## src/rtl/sseq_pkg.sv

```systemverilog
// Package: shared opcode and state types for the stack sequencer.
// Assumes a 3-bit opcode field supplied by the instruction decoder.
package sseq_pkg;

    typedef enum logic [2:0] {
        SK_PUSH     = 3'd0,
        SK_PULL     = 3'd1,
        SK_CALL_ABS = 3'd2,
        SK_CALL_REL = 3'd3,
        SK_RETURN   = 3'd4
    } op_e;

    typedef enum logic [2:0] {
        ST_IDLE  = 3'd0,
        ST_PRE   = 3'd1,
        ST_ACC   = 3'd2,
        ST_CAP   = 3'd3,
        ST_POST  = 3'd4,
        ST_PCUP  = 3'd5,
        ST_FAULT = 3'd6
    } st_e;

    function automatic logic op_ok(input logic [2:0] code);
        return code <= 3'd4;
    endfunction

    function automatic logic op_is_call(input op_e code);
        return (code == SK_CALL_ABS) || (code == SK_CALL_REL);
    endfunction

endpackage

```

## src/rtl/sseq_ctrl.sv

```systemverilog
// Module: sseq_ctrl
// Step sequencer of the stack block. Accepts a valid opcode while idle,
// then walks the fixed step list for that opcode. A bus fault seen in
// the access step diverts to a single fault step.
// Assumes mem_err is meaningful only in the access step.
module sseq_ctrl
    import sseq_pkg::*;
(
    input  logic       clk,
    input  logic       rst_n,
    input  logic       start,
    input  logic [2:0] op_in,
    input  logic       mem_err,
    output st_e        st,
    output op_e        op_q,
    output logic       take
);

    st_e nxt;

    // Purpose: accept a request only when idle and the opcode is defined.
    assign take = (st == ST_IDLE) && start && op_ok(op_in);

    // Purpose: choose the next step from the current step and opcode.
    always_comb begin
        nxt = st;
        case (st)
            ST_IDLE: begin
                if (take) begin
                    if ((op_e'(op_in) == SK_PULL) || op_is_call(op_e'(op_in)))
                        nxt = ST_PRE;
                    else
                        nxt = ST_ACC;
                end
            end
            ST_PRE:  nxt = ST_ACC;
            ST_ACC: begin
                if (mem_err) begin
                    nxt = ST_FAULT;
                end else begin
                    case (op_q)
                        SK_PUSH:             nxt = ST_POST;
                        SK_PULL, SK_RETURN:  nxt = ST_CAP;
                        default:             nxt = ST_PCUP;
                    endcase
                end
            end
            ST_CAP:   nxt = (op_q == SK_RETURN) ? ST_POST : ST_IDLE;
            ST_POST:  nxt = ST_IDLE;
            ST_PCUP:  nxt = ST_IDLE;
            ST_FAULT: nxt = ST_IDLE;
            default:  nxt = ST_IDLE;
        endcase
    end

    // Purpose: step register with synchronous reset.
    always_ff @(posedge clk) begin
        if (!rst_n) st <= ST_IDLE;
        else        st <= nxt;
    end

    // Purpose: hold the accepted opcode for the whole sequence.
    always_ff @(posedge clk) begin
        if (!rst_n)    op_q <= SK_PUSH;
        else if (take) op_q <= op_e'(op_in);
    end

endmodule

```

## src/rtl/sseq_dpath.sv

```systemverilog
// Module: sseq_dpath
// Operand capture for the stack block. On accept it stores the register
// indices, the immediate, and precomputes the stack address and the
// word to be written. Pop addresses pointer+STEP, calls address
// pointer-STEP, push and return address the pointer itself.
// Assumes the register file supplies pointer and source values in the
// accept cycle.
module sseq_dpath
    import sseq_pkg::*;
#(
    parameter int DATA_W = 16,
    parameter int RIDX_W = 3
) (
    input  logic              clk,
    input  logic              rst_n,
    input  logic              take,
    input  logic [2:0]        op_in,
    input  logic [RIDX_W-1:0] sp_sel,
    input  logic [RIDX_W-1:0] reg_sel,
    input  logic [DATA_W-1:0] sp_val,
    input  logic [DATA_W-1:0] src_val,
    input  logic [DATA_W-1:0] pc_next,
    input  logic [DATA_W-1:0] imm_word,
    output logic [RIDX_W-1:0] sp_sel_q,
    output logic [RIDX_W-1:0] reg_sel_q,
    output logic [DATA_W-1:0] addr_q,
    output logic [DATA_W-1:0] wdata_q,
    output logic [DATA_W-1:0] imm_q
);

    localparam logic [DATA_W-1:0] STEP_V = DATA_W'(DATA_W / 8);

    logic [DATA_W-1:0] addr_d;
    logic [DATA_W-1:0] wdata_d;
    op_e               op_v;

    assign op_v = op_e'(op_in);

    // Purpose: form the stack address and write word for the new opcode.
    always_comb begin
        addr_d  = sp_val;
        wdata_d = '0;
        case (op_v)
            SK_PUSH: wdata_d = src_val;
            SK_PULL: addr_d  = sp_val + STEP_V;
            SK_CALL_ABS, SK_CALL_REL: begin
                addr_d  = sp_val - STEP_V;
                wdata_d = pc_next;
            end
            default: ;
        endcase
    end

    // Purpose: capture operands in the accept cycle only.
    always_ff @(posedge clk) begin
        if (!rst_n) begin
            sp_sel_q  <= '0;
            reg_sel_q <= '0;
            addr_q    <= '0;
            wdata_q   <= '0;
            imm_q     <= '0;
        end else if (take) begin
            sp_sel_q  <= sp_sel;
            reg_sel_q <= reg_sel;
            addr_q    <= addr_d;
            wdata_q   <= wdata_d;
            imm_q     <= imm_word;
        end
    end

endmodule

```

## src/rtl/sseq_outmux.sv

```systemverilog
// Module: sseq_outmux
// Output decode of the stack block: turns the current step and opcode
// into memory, register-file and PC commands. Every output not in use
// in a step is driven to zero.
// Assumes read data arrives in the step after the read strobe.
module sseq_outmux
    import sseq_pkg::*;
#(
    parameter int DATA_W = 16,
    parameter int RIDX_W = 3
) (
    input  st_e               st,
    input  op_e               op_q,
    input  logic [RIDX_W-1:0] sp_sel_q,
    input  logic [RIDX_W-1:0] reg_sel_q,
    input  logic [DATA_W-1:0] addr_q,
    input  logic [DATA_W-1:0] wdata_q,
    input  logic [DATA_W-1:0] imm_q,
    input  logic [DATA_W-1:0] mem_rdata,
    output logic [DATA_W-1:0] mem_addr,
    output logic [DATA_W-1:0] mem_wdata,
    output logic              mem_rd,
    output logic              mem_wr,
    output logic              mem_word,
    output logic              rf_inc,
    output logic              rf_dec,
    output logic [RIDX_W-1:0] rf_step_sel,
    output logic              rf_wr,
    output logic [RIDX_W-1:0] rf_wr_sel,
    output logic [DATA_W-1:0] rf_wr_data,
    output logic              pc_load,
    output logic              pc_add,
    output logic [DATA_W-1:0] pc_value,
    output logic              busy,
    output logic              done,
    output logic              err
);

    // Purpose: drive the commands that belong to the current step.
    always_comb begin
        mem_addr    = '0;
        mem_wdata   = '0;
        mem_rd      = 1'b0;
        mem_wr      = 1'b0;
        mem_word    = 1'b0;
        rf_inc      = 1'b0;
        rf_dec      = 1'b0;
        rf_step_sel = '0;
        rf_wr       = 1'b0;
        rf_wr_sel   = '0;
        rf_wr_data  = '0;
        pc_load     = 1'b0;
        pc_add      = 1'b0;
        pc_value    = '0;
        done        = 1'b0;
        err         = 1'b0;
        busy        = (st != ST_IDLE);
        case (st)
            ST_PRE: begin
                rf_step_sel = sp_sel_q;
                if (op_q == SK_PULL) rf_inc = 1'b1;
                else                 rf_dec = 1'b1;
            end
            ST_ACC: begin
                mem_word = 1'b1;
                mem_addr = addr_q;
                if ((op_q == SK_PULL) || (op_q == SK_RETURN)) begin
                    mem_rd = 1'b1;
                end else begin
                    mem_wr    = 1'b1;
                    mem_wdata = wdata_q;
                end
            end
            ST_CAP: begin
                if (op_q == SK_PULL) begin
                    rf_wr      = 1'b1;
                    rf_wr_sel  = reg_sel_q;
                    rf_wr_data = mem_rdata;
                    done       = 1'b1;
                end else begin
                    pc_load  = 1'b1;
                    pc_value = mem_rdata;
                end
            end
            ST_POST: begin
                rf_step_sel = sp_sel_q;
                done        = 1'b1;
                if (op_q == SK_RETURN) rf_inc = 1'b1;
                else                   rf_dec = 1'b1;
            end
            ST_PCUP: begin
                pc_value = imm_q;
                done     = 1'b1;
                if (op_q == SK_CALL_REL) pc_add  = 1'b1;
                else                     pc_load = 1'b1;
            end
            ST_FAULT: err = 1'b1;
            default: ;
        endcase
    end

endmodule

```

## src/rtl/stack_seq.sv

```systemverilog
// Module: stack_seq (top)
// Multi-cycle sequencer for push, pop, call (absolute or relative) and
// return, using any general register as stack pointer. The pointer
// always moves by one word (two bytes) and all accesses are word wide.
// Assumes a synchronous memory: read data one cycle after the strobe,
// bus fault flagged in the strobe cycle.
module stack_seq
    import sseq_pkg::*;
#(
    parameter int DATA_W = 16,
    parameter int RIDX_W = 3
) (
    input  logic              clk,
    input  logic              rst_n,
    input  logic              start,
    input  logic [2:0]        op,
    input  logic [RIDX_W-1:0] sp_sel,
    input  logic [RIDX_W-1:0] reg_sel,
    input  logic [DATA_W-1:0] sp_val,
    input  logic [DATA_W-1:0] src_val,
    input  logic [DATA_W-1:0] pc_next,
    input  logic [DATA_W-1:0] imm_word,
    input  logic [DATA_W-1:0] mem_rdata,
    input  logic              mem_err,
    output logic [DATA_W-1:0] mem_addr,
    output logic [DATA_W-1:0] mem_wdata,
    output logic              mem_rd,
    output logic              mem_wr,
    output logic              mem_word,
    output logic              rf_inc,
    output logic              rf_dec,
    output logic [RIDX_W-1:0] rf_step_sel,
    output logic              rf_wr,
    output logic [RIDX_W-1:0] rf_wr_sel,
    output logic [DATA_W-1:0] rf_wr_data,
    output logic              pc_load,
    output logic              pc_add,
    output logic [DATA_W-1:0] pc_value,
    output logic              busy,
    output logic              done,
    output logic              err
);

    st_e               st;
    op_e               op_q;
    logic              take;
    logic [RIDX_W-1:0] sp_sel_q;
    logic [RIDX_W-1:0] reg_sel_q;
    logic [DATA_W-1:0] addr_q;
    logic [DATA_W-1:0] wdata_q;
    logic [DATA_W-1:0] imm_q;

    sseq_ctrl u_ctrl (
        .clk     (clk),
        .rst_n   (rst_n),
        .start   (start),
        .op_in   (op),
        .mem_err (mem_err),
        .st      (st),
        .op_q    (op_q),
        .take    (take)
    );

    sseq_dpath #(.DATA_W(DATA_W), .RIDX_W(RIDX_W)) u_dpath (
        .clk       (clk),
        .rst_n     (rst_n),
        .take      (take),
        .op_in     (op),
        .sp_sel    (sp_sel),
        .reg_sel   (reg_sel),
        .sp_val    (sp_val),
        .src_val   (src_val),
        .pc_next   (pc_next),
        .imm_word  (imm_word),
        .sp_sel_q  (sp_sel_q),
        .reg_sel_q (reg_sel_q),
        .addr_q    (addr_q),
        .wdata_q   (wdata_q),
        .imm_q     (imm_q)
    );

    sseq_outmux #(.DATA_W(DATA_W), .RIDX_W(RIDX_W)) u_outmux (
        .st          (st),
        .op_q        (op_q),
        .sp_sel_q    (sp_sel_q),
        .reg_sel_q   (reg_sel_q),
        .addr_q      (addr_q),
        .wdata_q     (wdata_q),
        .imm_q       (imm_q),
        .mem_rdata   (mem_rdata),
        .mem_addr    (mem_addr),
        .mem_wdata   (mem_wdata),
        .mem_rd      (mem_rd),
        .mem_wr      (mem_wr),
        .mem_word    (mem_word),
        .rf_inc      (rf_inc),
        .rf_dec      (rf_dec),
        .rf_step_sel (rf_step_sel),
        .rf_wr       (rf_wr),
        .rf_wr_sel   (rf_wr_sel),
        .rf_wr_data  (rf_wr_data),
        .pc_load     (pc_load),
        .pc_add      (pc_add),
        .pc_value    (pc_value),
        .busy        (busy),
        .done        (done),
        .err         (err)
    );

endmodule

```

## config.mk

```make
export PLATFORM = sky130hd
export DESIGN_NAME = stack_seq
export DESIGN_NICKNAME = d
export VERILOG_FILES = /design/src/rtl/sseq_pkg.sv /design/src/rtl/sseq_ctrl.sv /design/src/rtl/sseq_dpath.sv /design/src/rtl/sseq_outmux.sv /design/src/rtl/stack_seq.sv
export SDC_FILE = /design/constraint.sdc
export NUM_CORES = 1
export LEC_CHECK = 0
export BUFFER_PORTS_ARGS = -buffer_cell sky130_fd_sc_hd__buf_2
export CAP_MARGIN = 5
export CORE_MARGIN = 2
export CORE_UTILIZATION = 35
export CTS_BUF_LIST = sky130_fd_sc_hd__clkbuf_4 sky130_fd_sc_hd__clkbuf_8 sky130_fd_sc_hd__clkbuf_16
export DETAILED_ROUTE_END_ITERATION = 8
export PLACE_DENSITY = 0.68
export SYNTH_ARGS = -nofsm -noshare
export SYNTH_HDL_FRONTEND = slang
export SYNTH_SLANG_ARGS = --single-unit
```

## constraint.sdc

```tcl
create_clock -name clk -period 4.1 [get_ports clk]
set_clock_uncertainty 0.05 [all_clocks]
set_input_delay 0.41 -clock clk [delete_from_list [all_inputs] [get_ports clk]]
set_output_delay 0.41 -clock clk [all_outputs]
set_load 0.05 [all_outputs]
```

==> impl_results.md, run 1 <==
* Initial Utilization at 0.354
* Routed length per instance at 14.4 µm
* Final weighted congestion in routability-driven placement at 0.808
* Num Clock Sinks at 60
* Syn_area_per_cell at 7.82 µm²
* DR vias/cell at 5.17
* Yosys warning count at 0
* HPWL after detailed placement at 8.16 mm
* Nets at 747
* Cell depth of the worst flop-to-flop path at 5
* Number of setup buffers added after CTS at 0
* Net switching fraction of the power at 0.306
* Remaining max-slew budget at the tightest pin at 0.292
* Main area contributors after synthesis: sky130_fd_sc_hd__dfxtp_1 (32%), sky130_fd_sc_hd__and2_1 (9.0%), sky130_fd_sc_hd__nand2_1 (7.5%)
* Post-detailed-routing wire length at 11.2 mm
* Final critical-path required period at 3100 ps
* Run status: complete, no violations
* Clock tree buffer depth at 2
* Total CTS buffers at 9
* Share of cells above drive strength 1 at 0.313
* Internal Dissipation at 1.12 mW
* CTS tree: built
* Total global routing overflow at 0
* Power Density at 326 nW/µm²
* Die span in x at 108 µm
* Post-synthesis instance area at 3810 µm²
* Number of max-cap violations at 0
* Gate count of the mapped netlist at 487
* GR met1 Demand/Resource at 0.225
* Clock group share of total power at 0.350
* Clock latency on the worst-skew pair at 330 ps
* Final Hold Fails at 0
* Leakage at 2.44 nW
* Cell type with the largest total area after synthesis: sky130_fd_sc_hd__dfxtp_1
* Remaining DRCs at 0
* Hold Startpoint: imm_word[7]
* Maximum number of pins on one net before global-route repair at 63
* Die Ht at 108 µm
* Setup tns final at 0 ps
* H-tree levels at 3
* Met3 track demand over resource in global routing at 0.0368
* Worst Hold Class: input pin to register
* Data required time at the worst endpoint at 3640 ps
* Die area at 11700 µm²
* Flop pwr share at 0.408
* Fraction of post-synthesis cell area in the top cell type by area at 0.315
* Kind of critical path: register to primary output
* Met2 GRT Util at 0.327
* Top FF cell, synth: sky130_fd_sc_hd__dfxtp_1
* Number of global-route vias before repair at 3615
* Share of the core filled with cells in the final layout at 0.462
* Proportion of synthesized flip-flops having asynchronous set or reset at 0
* Number of fillers in the final layout at 1090
* Layout overhead on the synthesized area at 30.3%
* Critical path fanouts, max at 22
* Top post-synthesis cells by count: sky130_fd_sc_hd__nand2_1 (76), sky130_fd_sc_hd__dfxtp_1 (60), sky130_fd_sc_hd__and2_1 (55)
* Net load switching power at 495 µW
* Setup slack, reg-to-reg at 1340 ps
* First-pass GRT wire length at 17.1 mm
* Terminating pin of the worst hold path: u_dpath.imm_q[7]
* DRC violation total after the first TritonRoute iteration at 179
* Buffer type at the clock tree root: sky130_fd_sc_hd__clkbuf_8
* Endpoint kind of the worst setup timing path: primary output
* Reg-to-reg critical path startpoint: u_ctrl.st[0]
* Number of antenna violations at the first check in global routing at 0
* Resized cells post-CTS at 0
* Hold path depth at 3
* Final setup violating endpoints at 0
* Most Used Layer, Global Route: met2
* Top-count cell post-synth: sky130_fd_sc_hd__nand2_1
* Pre-Repair DR Iteration Count at 4
* Number of core rows at 38
* Part of the total power dissipated in combinational logic at 0.242
* Diodes inserted at 0
* Crit share post-route at 0.757
* Critical Path Start Type: register
* Synthesis-stage register bit count at 60
* Placeable core area at 10700 µm²
* Count of pins over their slew limit at 0
* Port Buffer Count at 173
* Yosys cell types at 47
* Overall global routing resource usage at 0.185
* Number of synthesized flops with an enable pin at 0
* Least-Margin Pin Slew at 1060 ps
* Fmax at 322 MHz
* R2r endpoint: u_dpath.addr_q[11]
* WP data arrival at 2640 ps
* Unrepaired setup endpoints after global routing: no
* Synthesized netlist net count at 595
* Num ports at 174
* IR drop worst, VDD at 0.000159 V
* Antenna-violating nets left at 0
* Hold buffers post-CTS at 0
* Proportion of synthesized chip area in sequential cells at 0.315
* Vias post-DR at 4045
* Clock edge transition at the registers on the reported setup and hold paths at 70 ps
==> worst max-delay path, cell delays in order (launching register included) <==
cell,delay (ps)
sky130_fd_sc_hd__dfxtp_1,430
sky130_fd_sc_hd__inv_1,150
sky130_fd_sc_hd__nor3_2,120
sky130_fd_sc_hd__buf_4,250
sky130_fd_sc_hd__nor2b_1,830
sky130_fd_sc_hd__and2_1,250
sky130_fd_sc_hd__buf_2,270
==> routing by layer <==
| metal | part of all wire | up-vias |
|---|---|---|
| li1 | - | 2040 |
| met1 | 0.43 | 1867 |
| met2 | 0.49 | 131 |
| met3 | 0.068 | 7 |
| met4 | 0.010 | 0 |
| met5 | 0 | - |
==> worst max path at each step <==
| stage | start | endpoint | slack (ps) |
|---|---|---|---|
| final | u_ctrl.st[1] | mem_wdata[15] | 1000 |
| after global routing | u_ctrl.st[1] | mem_wdata[15] | 740 |
| after CTS | u_ctrl.st[1] | mem_wdata[0] | 920 |
| after detailed placement | op[1] | u_dpath.addr_q[14] | 1220 |
| after global placement | op[1] | u_dpath.addr_q[14] | 1320 |
| after floorplan | op[1] | u_dpath.addr_q[14] | 920 |
==> state kept, by name, summed over array words and instances (netlist names) <==
register           flops
u_ctrl.st              3
u_dpath.reg_sel_q      3
u_dpath.addr_q        16
u_dpath.imm_q         16
u_dpath.wdata_q       16
u_dpath.sp_sel_q       3
u_ctrl.op_q            3
==> layout by cell type, fill, tap and decap left out, types with 2 or more instances in the layout <==
master                       n
sky130_fd_sc_hd__a21boi_0   24
sky130_fd_sc_hd__a21boi_1    2
sky130_fd_sc_hd__a21o_1      4
sky130_fd_sc_hd__a21oi_1    14
sky130_fd_sc_hd__a221oi_1   16
sky130_fd_sc_hd__a22o_1     16
sky130_fd_sc_hd__a22oi_1     2
sky130_fd_sc_hd__a31oi_1     7
sky130_fd_sc_hd__and2_1     55
sky130_fd_sc_hd__and3_1      4
sky130_fd_sc_hd__buf_2     173
sky130_fd_sc_hd__buf_4       5
sky130_fd_sc_hd__clkbuf_8   13
sky130_fd_sc_hd__dfxtp_1    60
sky130_fd_sc_hd__ha_1       14
sky130_fd_sc_hd__inv_1       6
sky130_fd_sc_hd__nand2_1    76
sky130_fd_sc_hd__nand2b_1    3
sky130_fd_sc_hd__nand3_1     6
sky130_fd_sc_hd__nand4_1     3
sky130_fd_sc_hd__nor2_1     30
sky130_fd_sc_hd__nor2b_1     8
sky130_fd_sc_hd__nor3_1     11
sky130_fd_sc_hd__nor3_2      3
sky130_fd_sc_hd__nor3b_1    16
sky130_fd_sc_hd__o211a_1     8
sky130_fd_sc_hd__o211ai_1    7
sky130_fd_sc_hd__o21a_1      4
sky130_fd_sc_hd__o21ai_0    16
sky130_fd_sc_hd__o22ai_1     2
sky130_fd_sc_hd__o311ai_0    4
sky130_fd_sc_hd__o31ai_1     2
sky130_fd_sc_hd__o41ai_1     2
sky130_fd_sc_hd__or3_1       2
sky130_fd_sc_hd__xnor2_1     5
sky130_fd_sc_hd__xor2_1      4
==> stage by stage <==
step           cells  total power, mW  cell area (µm²)  hold WS (ps)  worst slack, ps
5_1_grt          782             1.71             4960           261              739
2_1_floorplan    487            0.940             3810           385              922
3_3_place_gp     768             1.05             4750           399             1320
4_1_cts          782             1.64             4960           245              915
6_report         782             1.62             4960           262              998
3_5_place_dp     768             1.07             4750           404             1220
==> final cells by class <==
cell class	count	area [µm²]	area share
clock buffers	13	179	0.0361
inverters	6	22.5	0.00454
flip-flops and latches	60	1200	0.242
multi-input cells	384	2450	0.494
clock inverters	1	30.0	0.00605
repair buffers	178	903	0.182
well taps	140	175	0.0353
==> logic make-up after synthesis <==
group                      after synthesis  synth area share
adders and majority gates               15            0.0512
muxes                                    1           0.00263
and+or+nand+nor                        223             0.297
buffers and inverters                   43            0.0460
AOI/OAI and AO/OA                      136             0.267
xor gates and xnor gates                 9            0.0207
DFF                                     60             0.315
==> power groups by stage <==
stage               registers [mW]  clock network [mW]  logic [mW]
global route                 0.666               0.610       0.435
floorplan                    0.662                   0       0.278
global placement             0.670                   0       0.383
detailed placement           0.672                   0       0.394
finish                       0.660               0.566       0.391
CTS                          0.659               0.583       0.394
(Power assumes the default switching activity.)
==> inputs of run 2 (changes only) <==
- clock period: 4.1 -> 3 ns (I/O delays scaled with it)
==> impl_results.md, run 2 (synthesis gave the netlist of run 1 again) <==
* Reg-to-reg critical path startpoint: u_ctrl.st[0]
* Diodes inserted at 0
* Nets at 752
* Count of pins over their slew limit at 0
* Setup tns final at 0 ps
* Vias post-DR at 4067
* Port Buffer Count at 173
* Critical path fanouts, max at 12
* Clock tree buffer depth at 2
* Number of global-route vias before repair at 3625
* Buffer type at the clock tree root: sky130_fd_sc_hd__clkbuf_8
* Fmax at 372 MHz
* Num Clock Sinks at 60
* Die Ht at 108 µm
* Initial Utilization at 0.354
* Unrepaired setup endpoints after global routing: no
* Final critical-path required period at 2690 ps
* Die span in x at 108 µm
* DRC violation total after the first TritonRoute iteration at 279
* Clock edge transition at the registers on the reported setup and hold paths at 80 ps
* Number of setup buffers added after CTS at 0
* Clock latency on the worst-skew pair at 340 ps
* WP data arrival at 2340 ps
* Num ports at 174
* Kind of critical path: register to primary output
* Hold buffers post-CTS at 0
* Remaining max-slew budget at the tightest pin at 0.350
* Number of max-cap violations at 0
* Power Density at 468 nW/µm²
* IR drop worst, VDD at 0.000229 V
* Number of core rows at 38
* Worst Hold Class: input pin to register
* Critical Path Start Type: register
* Final setup violating endpoints at 0
* HPWL after detailed placement at 8.34 mm
* Worst slack on hold paths at 155 ps
* Total global routing overflow at 0
* Total CTS buffers at 9
* Final Hold Fails at 0
* Layout overhead on the synthesized area at 32.3%
* CTS tree: built
* First-pass GRT wire length at 17.4 mm
* H-tree levels at 3
* Share of cells above drive strength 1 at 0.320
* Number of antenna violations at the first check in global routing at 0
* Most frequent standard cell in the layout excluding fill and tap cells: sky130_fd_sc_hd__buf_2
* Die area at 11700 µm²
* Routed length per instance at 14.1 µm
* Leading cell types in the layout, fill and taps excluded: sky130_fd_sc_hd__buf_2 (173), sky130_fd_sc_hd__nand2_1 (76), sky130_fd_sc_hd__dfxtp_1 (60), sky130_fd_sc_hd__and2_1 (55), sky130_fd_sc_hd__nor2_1 (30)
* Data required time at the worst endpoint at 2650 ps
* Maximum number of pins on one net before global-route repair at 50
* Largest registers: u_dpath.addr_q x16, u_dpath.imm_q x16, u_dpath.wdata_q x16
* DR vias/cell at 5.15
* Final weighted congestion in routability-driven placement at 0.904
* Post-detailed-routing wire length at 11.2 mm
* Antenna-violating nets left at 0
* Placeable core area at 10700 µm²
* Resized cells post-CTS at 0
* Overall global routing resource usage at 0.188
* Endpoint kind of the worst setup timing path: primary output
* Pre-Repair DR Iteration Count at 5
* Crit share post-route at 0.897
* Run status: complete, no violations
* Leakage at 2.48 nW
* Remaining DRCs at 0
* Least-Margin Pin Slew at 970 ps
* CP Launch Point: u_ctrl.st[0]
* Hold Startpoint: reg_sel[2]
## run 2: cell types whose count changed in the layout (fill, tap and decap cells not counted)
cell | previous run | this run
sky130_fd_sc_hd__clkinv_2 | 0 | 1
sky130_fd_sc_hd__clkinv_4 | 0 | 1
sky130_fd_sc_hd__clkinvlp_4 | 0 | 1
sky130_fd_sc_hd__clkbuf_8 | 13 | 10
sky130_fd_sc_hd__buf_4 | 5 | 10
sky130_fd_sc_hd__bufinv_16 | 1 | 3
## run 2: final timing paths
check / to / slack [ps] / depth (start not counted)
max reg2reg: u_dpath.addr_q[11] / 720 / 7
min: u_dpath.reg_sel_q[2] / 160 / 3
max: pc_value[2] / 310 / 6
min reg2reg: u_dpath.imm_q[7] / 410 / 2
## run 2: layout make-up
| cell class | instances | area, µm² |
|---|---|---|
| inverters | 6 | 22.5 |
| repair buffers | 183 | 941 |
| clock buffers | 10 | 138 |
| well taps | 140 | 175 |
| fillers | 1094 | 5710 |
| flip-flops and latches | 60 | 1200 |
| clock inverters | 6 | 111 |
| multi-input cells | 384 | 2450 |
## run 2: critical path, stage by stage, from the launching register on
cell and delay, ps:
sky130_fd_sc_hd__dfxtp_1 470, sky130_fd_sc_hd__nor2b_1 290, sky130_fd_sc_hd__nand2_1 170, sky130_fd_sc_hd__nor2b_1 380, sky130_fd_sc_hd__buf_4 270, sky130_fd_sc_hd__a22o_1 160
sky130_fd_sc_hd__buf_2 260
## run 2: through the flow
step / area (µm²) / setup WS (ps) / power [mW] / instances / utilization
2_1_floorplan: 3810 / 202 / 1.29 / 487 / -
3_3_place_gp: 4790 / 371 / 1.44 / 773 / 0.446
3_5_place_dp: 4790 / 264 / 1.46 / 773 / 0.446
4_1_cts: 5040 / 287 / 2.39 / 789 / 0.469
5_1_grt: 5040 / 149 / 2.49 / 789 / 0.469
6_report: 5040 / 309 / 2.36 / 789 / 0.469
## run 2: per-layer routing
layer	vias up	share of wire	GRT usage
li1	2051	-	-
met1	1877	0.44	0.241
met2	124	0.48	0.314
met3	15	0.062	0.0356
met4	0	0.017	0.0659
met5	-	0	0
## run 2: report_power, final
| group | internal [mW] | switching, mW | total [mW] |
|---|---|---|---|
| logic | 0.208 | 0.328 | 0.536 |
| registers | 0.863 | 0.0373 | 0.901 |
| clock network | 0.575 | 0.348 | 0.923 |
| total | 1.65 | 0.714 | 2.36 |
==> inputs of run 3 (changes only) <==
- ABC_AREA: not set -> 1
- PLACE_DENSITY: 0.68 -> 0.67
==> impl_results.md, run 3 <==
* Cell type with the largest total area after synthesis: sky130_fd_sc_hd__dfxtp_1
* WP buf/inv at 1
* Kind of critical path: register to primary output
* Data required time at the worst endpoint at 2650 ps
* Most frequent standard cell in the layout excluding fill and tap cells: sky130_fd_sc_hd__buf_2
* Num ports at 174
* Setup tns final at 0 ps
* Pre-Repair DR Iteration Count at 4
* CTS tree: built
* Num Clock Sinks at 60
* Layout overhead on the synthesized area at 30.5%
* Remaining DRCs at 0
* Number of max-cap violations at 0
* Clock tree buffer depth at 2
* Post-synthesis adder-cell area fraction at 0.0487
* Yosys cell types at 36
* Placeable core area at 11300 µm²
* Area share of and/or/nand/nor cells after synthesis at 0.292
* Worst Hold Class: input pin to register
* Largest family of logic cells by synthesized area: simple AND/OR/NAND/NOR gates
* CP Launch Point: u_ctrl.st[2]
* Share of the core filled with cells in the final layout at 0.464
* Power Density at 487 nW/µm²
* Mux cell area share after synthesis at 0
* Die Ht at 111 µm
* Hold Startpoint: reg_sel[0]
* Least-Margin Pin Slew at 685 ps
* Total global routing overflow at 0
* Crit share post-route at 0.835
* Main area contributors after synthesis: sky130_fd_sc_hd__dfxtp_1 (30%), sky130_fd_sc_hd__nand2_1 (12%), sky130_fd_sc_hd__inv_1 (9.8%)
* Largest registers: u_dpath.addr_q x16, u_dpath.imm_q x16, u_dpath.wdata_q x16
* Number of setup buffers added after CTS at 0
* Hold buffers post-CTS at 0
* Total CTS buffers at 9
* DRC violation total after the first TritonRoute iteration at 232
* Port Buffer Count at 173
* Proportion of synthesized chip area in sequential cells at 0.300
* Overall global routing resource usage at 0.189
* Top-count cell post-synth: sky130_fd_sc_hd__nand2_1
* IR drop worst, VDD at 0.000236 V
* Critical path's largest stage delay at 560 ps
* Diodes inserted at 0
* Number of antenna violations at the first check in global routing at 0
* Die area at 12300 µm²
* WP data arrival at 2150 ps
* Number of core rows at 39
* Routed length per instance at 12.3 µm
* Critical path cell sequence: nand3_1, o22ai_1, buf_2
* Syn_area_per_cell at 6.22 µm²
* Initial Utilization at 0.355
* First-pass GRT wire length at 19.3 mm
* Post-detailed-routing wire length at 11.7 mm
* Clock latency on the worst-skew pair at 330 ps
* Buffer type at the clock tree root: sky130_fd_sc_hd__clkbuf_16
* HPWL after detailed placement at 8.86 mm
* Final setup violating endpoints at 0
* Top FF cell, synth: sky130_fd_sc_hd__dfxtp_1
* Final Hold Fails at 0
* Final weighted congestion in routability-driven placement at 0.892
* Die span in x at 111 µm
* Post-placement worst setup slack at 492 ps
* Critical path fanouts, max at 18
* Vias post-DR at 4540
* Fraction of post-synthesis cell area in the top cell type by area at 0.300
* Final critical-path required period at 2500 ps
* Share of cells above drive strength 1 at 0.274
* Total design power at 2.54 mW
* Maximum number of pins on one net before global-route repair at 44
* Critical Path Start Type: register
* Final Worst Setup Slack at 495 ps
* Leakage at 2.71 nW
* Yosys warning count at 0
* Count of pins over their slew limit at 0
* Number of global-route vias before repair at 4038
* H-tree levels at 3
* Gate count of the mapped netlist at 644
* Fmax at 399 MHz
* Run status: complete, no violations
* Proportion of synthesized flip-flops having asynchronous set or reset at 0
* Remaining max-slew budget at the tightest pin at 0.542
* Nets at 912
* Synthesized netlist net count at 752
* Synthesis-stage register bit count at 60
* Clock edge transition at the registers on the reported setup and hold paths at 50 ps
* Antenna-violating nets left at 0
* Highest-delay cell along the critical path: sky130_fd_sc_hd__nand3_1
* Unrepaired setup endpoints after global routing: no
* Reg-to-reg critical path startpoint: u_ctrl.st[0]
* Post-synthesis compound-gate area fraction at 0.201
* Endpoint kind of the worst setup timing path: primary output
* Post-synthesis instance area at 4010 µm²
* Top post-synthesis cells by count: sky130_fd_sc_hd__nand2_1 (127), sky130_fd_sc_hd__inv_1 (105), sky130_fd_sc_hd__nor2_1 (78)
* Parity-gate share of the synthesized area counting xor and xnor cells at 0.0153
* Number of synthesized flops with an enable pin at 0
* DR vias/cell at 4.77
* Resized cells post-CTS at 0
* Leading cell types in the layout, fill and taps excluded: sky130_fd_sc_hd__buf_2 (173), sky130_fd_sc_hd__nand2_1 (127), sky130_fd_sc_hd__inv_1 (105), sky130_fd_sc_hd__nor2_1 (78), sky130_fd_sc_hd__dfxtp_1 (60)
* Number of fillers in the final layout at 1247
* Cell family contributing the most delay on the critical path: simple AND/OR/NAND/NOR gates
## run 3: kinds of logic after synthesis
group	after synthesis
buffers and inverters	143
adder cells (fa/ha/maj)	15
AND/OR/NAND/NOR	270
XOR/XNOR	7
flip-flops	60
AO/OA/AOI/OAI	149
## run 3: worst min-delay path: stages
cell	delay, ps
sky130_fd_sc_hd__buf_2	70
sky130_fd_sc_hd__o21ai_0	70
sky130_fd_sc_hd__nor2_1	80
## run 3: cell type report
| cell class | count | area (µm²) | area share |
|---|---|---|---|
| Multi-Input combinational cell | 441 | 2230 | 0.427 |
| Sequential cell | 60 | 1200 | 0.230 |
| Timing Repair Buffer | 178 | 903 | 0.173 |
| Inverter | 114 | 428 | 0.0819 |
| Clock buffer | 12 | 260 | 0.0498 |
| Tap cell | 143 | 179 | 0.0342 |
| Clock inverter | 4 | 23.8 | 0.00455 |
## run 3: per-stage QoR
step,hold WS (ps),area (µm²),cells
after global placement,393,4940,936
final,175,5230,952
after detailed placement,397,4940,936
after CTS,167,5230,952
after global routing,192,5230,952
after floorplan,380,4010,644
## run 3: routing by layer
layer  vias to the layer above  wire length [µm]  track usage
met5                         -                 0            0
met1                      2007              5400        0.243
met3                        12               738       0.0421
li1                       2385                 -            -
met4                         0               157       0.0517
met2                       136              5420        0.320
## run 3: path summary, 6_finish.rpt
path	to	depth (start not counted)	slack, ps
max	pc_value[8]	3	500
min	u_dpath.reg_sel_q[0]	3	180
max reg2reg	u_dpath.wdata_q[15]	7	1000
min reg2reg	u_dpath.imm_q[12]	2	400
## run 3: power by group
part           internal [mW]  switching, mW
combinational          0.208          0.437
clock                  0.610          0.370
sequential             0.882         0.0365
